--- config.mk ---
export PLATFORM = sky130hd
export DESIGN_NAME = cfgkey_port
export DESIGN_NICKNAME = d
export VERILOG_FILES = /design/src/rtl/cfgkey_pkg.sv /design/src/rtl/cfgkey_decode.sv /design/src/rtl/cfgkey_pack.sv /design/src/rtl/cfgkey_port.sv
export SDC_FILE = /design/constraint.sdc
export NUM_CORES = 1
export LEC_CHECK = 0
export ABC_AREA = 1
export ABC_CLOCK_PERIOD_IN_PS = 15900
export BUFFER_PORTS_ARGS = -buffer_cell sky130_fd_sc_hd__clkbuf_2
export CAP_MARGIN = 20
export CORE_MARGIN = 2
export CORE_UTILIZATION = 40
export CTS_CLUSTER_DIAMETER = 200
export DETAILED_ROUTE_END_ITERATION = 7
export PLACE_DENSITY = 0.54
export SYNTH_ARGS = -nofsm -noshare
export SYNTH_HDL_FRONTEND = slang
export SYNTH_HIERARCHICAL = 1
export SYNTH_SLANG_ARGS = --single-unit
export TNS_END_PERCENT = 5
--- constraint.sdc ---
create_clock -name clk -period 15.9 [get_ports clk]
set_clock_uncertainty 0.2 [all_clocks]
set_input_delay 1.59 -clock clk [delete_from_list [all_inputs] [get_ports clk]]
set_output_delay 1.59 -clock clk [all_outputs]
set_load 0.02 [all_outputs]
--- src/rtl/cfgkey_pkg.sv ---
`timescale 1ns/1ps
package cfgkey_pkg;
   localparam int KEY_W    = 16;
   localparam int BANK_BIT = 15;
   localparam int IDX_W    = 14;

   typedef logic [IDX_W-1:0] idx_t;

   // bytes in an access for size code s
   function automatic int size_bytes(logic [1:0] s);
      return 1 << s;
   endfunction

   function automatic int item_len(logic bank, idx_t idx, int max_len);
      if (!bank && idx < 2) return 4;
      return (int'(idx) * 3 + (bank ? 5 : 0)) % (max_len + 1);
   endfunction

   function automatic logic [7:0] item_byte(logic bank, idx_t idx, int off,
                                            logic [31:0] sig, logic dma);
      if (!bank && idx == 0) return 8'(sig >> (24 - 8 * (off % 4)));
      if (!bank && idx == 1) return (off == 0) ? {6'b0, dma, 1'b1} : 8'h00;
      return 8'(int'(idx) * 16 + off * 7 + (bank ? 85 : 0));
   endfunction
endpackage

--- src/rtl/cfgkey_decode.sv ---
`timescale 1ns/1ps
module cfgkey_decode #(
   parameter int DATA_BYTES = 4,
   parameter bit COMBINED   = 1'b0
) (
   input  logic       en,
   input  logic       wr,
   input  logic       addr,
   input  logic [1:0] size,
   output logic       sel_hit,
   output logic       rd_hit,
   output logic       reject
);
   localparam logic [1:0] MAX_SZ = 2'($clog2(DATA_BYTES));

   generate
      if (COMBINED) begin : g_comb
         logic unused_addr;
         assign unused_addr = addr;
         always_comb begin
            sel_hit = en && wr && size == 2'd1;
            rd_hit  = en && !wr && size == 2'd0;
            reject  = en && !(size == 2'd0 || (wr && size == 2'd1));
         end
      end else begin : g_split
         always_comb begin
            sel_hit = 1'b0;
            rd_hit  = 1'b0;
            reject  = 1'b0;
            if (en) begin
               if (!addr) begin
                  if (wr) begin
                     if (size == 2'd1) sel_hit = 1'b1;
                     else              reject  = 1'b1;
                  end
               end else if (size > MAX_SZ) begin
                  reject = 1'b1;
               end else if (!wr) begin
                  rd_hit = 1'b1;
               end
            end
         end
      end
   endgenerate
endmodule

--- src/rtl/cfgkey_pack.sv ---
`timescale 1ns/1ps
module cfgkey_pack
   import cfgkey_pkg::*;
#(
   parameter int          DATA_BYTES  = 4,
   parameter int          MAX_LEN     = 12,
   parameter int          OFF_W       = 4,
   parameter logic [31:0] SIG_WORD    = 32'h4B434647,
   parameter bit          DMA_PRESENT = 1'b1
) (
   input  logic                    valid,
   input  logic                    bank,
   input  idx_t                    idx,
   input  logic [OFF_W-1:0]        off,
   input  logic [1:0]              size,
   output logic [DATA_BYTES*8-1:0] data,
   output logic [OFF_W-1:0]        len,
   output logic [OFF_W-1:0]        next_off
);
   localparam int DW = DATA_BYTES * 8;

   int         len_i;
   int         nb;
   logic [7:0] lane_byte [DATA_BYTES];

   assign nb    = size_bytes(size);
   assign len_i = valid ? item_len(bank, idx, MAX_LEN) : 0;
   assign len   = OFF_W'(len_i);

   generate
      for (genvar j = 0; j < DATA_BYTES; j++) begin : g_lane
         assign lane_byte[j] = (j < nb && int'(off) + j < len_i) ?
                               item_byte(bank, idx, int'(off) + j, SIG_WORD, DMA_PRESENT) :
                               8'h00;
      end
   endgenerate

   always_comb begin
      data = '0;
      for (int j = 0; j < DATA_BYTES; j++) begin
         if (j < nb) data = data | (DW'(lane_byte[j]) << (8 * (nb - 1 - j)));
      end
   end

   always_comb begin
      if (int'(off) + nb > len_i) next_off = len;
      else                        next_off = OFF_W'(int'(off) + nb);
   end
endmodule

--- src/rtl/cfgkey_port.sv ---
`timescale 1ns/1ps
module cfgkey_port
   import cfgkey_pkg::*;
#(
   parameter int          DATA_BYTES  = 4,
   parameter bit          COMBINED    = 1'b0,
   parameter int          FIRST_FILE  = 32,
   parameter int          FILE_SLOTS  = 8,
   parameter int          MAX_LEN     = 12,
   parameter logic [31:0] SIG_WORD    = 32'h4B434647,
   parameter bit          DMA_PRESENT = 1'b1
) (
   input  logic                    clk,
   input  logic                    rst_n,
   input  logic                    bus_en,
   input  logic                    bus_wr,
   input  logic                    bus_addr,
   input  logic [1:0]              bus_size,
   input  logic [15:0]             bus_wdata,
   output logic [DATA_BYTES*8-1:0] bus_rdata,
   output logic                    bus_err
);
   localparam int LIMIT = FIRST_FILE + FILE_SLOTS;
   localparam int OFF_W = $clog2(MAX_LEN + 1);

   generate
      if (!(DATA_BYTES == 1 || DATA_BYTES == 2 || DATA_BYTES == 4 || DATA_BYTES == 8)) begin : g_bad_width
         $error("DATA_BYTES must be 1, 2, 4 or 8");
      end
      if (LIMIT > (1 << IDX_W)) begin : g_bad_slots
         $error("FIRST_FILE + FILE_SLOTS exceeds the index range");
      end
      if (MAX_LEN < 4) begin : g_bad_len
         $error("MAX_LEN must hold the 4-byte fixed items");
      end
   endgenerate

   logic             cur_valid;
   logic             cur_bank;
   idx_t             cur_idx;
   logic [OFF_W-1:0] cur_off;
   logic [OFF_W-1:0] cur_len;
   logic [OFF_W-1:0] next_off;
   logic [DATA_BYTES*8-1:0] packed_data;
   logic             sel_hit, rd_hit, reject;
   logic             unused_bit14;

   assign unused_bit14 = bus_wdata[14];

   cfgkey_decode #(.DATA_BYTES(DATA_BYTES), .COMBINED(COMBINED)) u_dec (
      .en(bus_en), .wr(bus_wr), .addr(bus_addr), .size(bus_size),
      .sel_hit(sel_hit), .rd_hit(rd_hit), .reject(reject)
   );

   cfgkey_pack #(
      .DATA_BYTES(DATA_BYTES), .MAX_LEN(MAX_LEN), .OFF_W(OFF_W),
      .SIG_WORD(SIG_WORD), .DMA_PRESENT(DMA_PRESENT)
   ) u_pack (
      .valid(cur_valid), .bank(cur_bank), .idx(cur_idx), .off(cur_off),
      .size(bus_size), .data(packed_data), .len(cur_len), .next_off(next_off)
   );

   always_ff @(posedge clk) begin
      if (!rst_n) begin
         cur_valid <= 1'b1;
         cur_bank  <= 1'b0;
         cur_idx   <= '0;
         cur_off   <= '0;
      end else if (sel_hit) begin
         cur_valid <= int'(bus_wdata[IDX_W-1:0]) < LIMIT;
         cur_bank  <= bus_wdata[BANK_BIT];
         cur_idx   <= bus_wdata[IDX_W-1:0];
         cur_off   <= '0;
      end else if (rd_hit && cur_valid) begin
         cur_off   <= next_off;
      end
   end

   assign bus_rdata = rd_hit ? packed_data : '0;
   assign bus_err   = reject;
endmodule

==> flow_summary_export.csv <==
group,metric,value,unit
global_routing,antenna_found_initial,0,
synthesis,synth_area_per_cell,6.44,sq um
timing,fmax,69.5,MHz
global_routing,grt_pass1_wl,44800,um
critical_path,slowest_delay,0.60,ns
cells_and_area,final_core_util,0.431,
synthesis,synth_cells,1549,
min_path,worstHoldPathType,"register to register",
place,place_area,0.0104,sq mm
cells_and_area,final_area,0.0105,sq mm
drt,drtIter0Drc,602,
run_status,status,"finished, final reports clean",
critical_path,cp_slowest_cell,"fa_1",
global_routing,grt_max_degree,62,
floorplanning,core_area,0.0244,sq mm
timing,hold_viol,0,
place,post-dp-hpwl,22100,um
timing,setup_viol,0,
critical_path,cp_max_fo,28,
run,drv_cap,0,
place,gp_congestion,0.870,
floorplanning,rows,57,
synthesis,syn-cell-area,0.00997,sq mm
cts,clk_pin_slew,0.06,ns
cts,post_cts_buffers,0,
cts,cts_tree,"yes",
cts,clockBufferDepth,2,
global_routing,grt-ovfl-total,0,
drt,finalWirelength,26500,um
floorplanning,chipWidth,162,um
drt,avgRoutedWirePerCell,13.9,um
critical_path,cp_data_required_time,14.11,ns
floorplanning,die_area,0.0262,sq mm
drt,drc,0,
cts,cts_hold_buf,0,
cells_and_area,synthToLayoutAreaGrowth,5.38,%
timing,min_period,14.38,ns
critical_path,endpoint_kind,"output pin",
synthesis,syn_nets,1749,
timing,fin_setup_tns,0,ns
cells_and_area,fill_cells,2775,
critical_path,critPathLaunchType,"register",
cts,cts_sinks,20,
cells_and_area,drive_gt1_frac,0.154,
drt,viasPerCell,5.06,
cells_and_area,final_nets,1782,
critical_path,worst-setup-path-type,"register to output pin",
drt,routed-via-count,9635,
cts,htree_num_levels,1,
drt,ant_nets,0,
cts,worstSkewPairLatency,0.25,ns
critical_path,crit_path_frequent_cell,"nand2_1",
timing,worst_pin_slew,1.07,ns
synthesis,synth_warnings,6,
timing,slew_viol_final,0,
floorplanning,io_pins,56,
floorplanning,die_h,162,um
cells_and_area,antenna_cells,0,
timing,rsz0062_at_grt,"no",
drt,dr.pass1.iters,6,
cts,root_buffer,"clkbuf_16",
global_routing,track_usage,0.204,
timing,finalCritPeriodShare,0.904,
floorplanning,start_util,0.409,
cts,cts_resized,0,
timing,maxSlewHeadroom,0.281,
cts,cts-buffers-inserted,3,
critical_path,critPathArrivalTime,12.59,ns
global_routing,grt_pass1_vias,9245,
place,port_buffers,54,
critical path: cells and delay by family (launching register included):
| kind | cells | cell delay [ns] |
|---|---|---|
| adders and majority gates | 6 | 1.93 |
| xor gates and xnor gates | 2 | 0.45 |
| buffers and inverters | 12 | 1.66 |
| DFF | 1 | 0.31 |
| AOI/OAI and AO/OA | 4 | 0.99 |
| and+or+nand+nor | 60 | 6.95 |
state kept, by name (all words and copies together) (netlist names):
name,count
cur_valid,1
cur_off,4
cur_bank,1
cur_idx,14
layout make-up:
class	count	area, sq um	share of cell area
timing repair buffer	70	394	0.0375
tap	324	405	0.0386
sequential	20	400	0.0381
clock buffer	3	75.1	0.00714
multi-input combinational	1199	8120	0.773
clock inverter	1	30.0	0.00286
inverter	288	1090	0.103
placed cells by master (no fill, tap or decap), drive strengths merged:
cell type    n
nor3b        3
ha         145
o41ai        1
a21boi       1
nor2       131
dfxtp       20
nand4      126
nand3b       8
o2111ai      1
a211oi       5
o221ai       1
and2         4
clkbuf      57
or2          7
fa          32
clkinv       6
a2111oi      1
o211a        1
buf         16
a21oi       46
a31oi        2
o21ai       47
bufinv       1
inv        282
nand3      140
a22oi        1
nor3        10
a311oi       1
o211ai       5
o21bai       6
nand2      419
xnor2       24
nor4         2
xor2        29
layer usage:
layer  track usage  vias up  share of wire
met2         0.364      145           0.48
li1              -     5072              -
met3       0.00868       27          0.026
met5             0        -              0
met1         0.275     4391           0.48
met4        0.0390        0          0.018
worst paths after layout:
kind | startpoint | endpoint | slack [ns] | depth (start not counted)
worst max-delay path | cur_bank | bus_rdata[30] | 1.52 | 84
worst min-delay path | cur_idx[0] | cur_idx[0] | 0.35 | 2
worst max register to register | cur_bank | cur_off[2] | 3.53 | 85
worst min register to register | cur_idx[0] | cur_idx[0] | 0.35 | 2
stage by stage:
| stage | instances | hold slack [ns] | setup WS [ns] |
|---|---|---|---|
| 2_1_floorplan | 1549 | 0.289 | 3.69 |
| 3_3_place_gp | 1898 | 0.342 | 1.86 |
| 3_5_place_dp | 1901 | 0.347 | 1.70 |
| 4_1_cts | 1905 | 0.354 | 1.40 |
| 5_1_grt | 1905 | 0.393 | 0.129 |
| 6_report | 1905 | 0.349 | 1.52 |
Power is left out: the tool's default activity adds up to more than one toggle a clock period on the data nets, which glitch-free logic cannot reach.
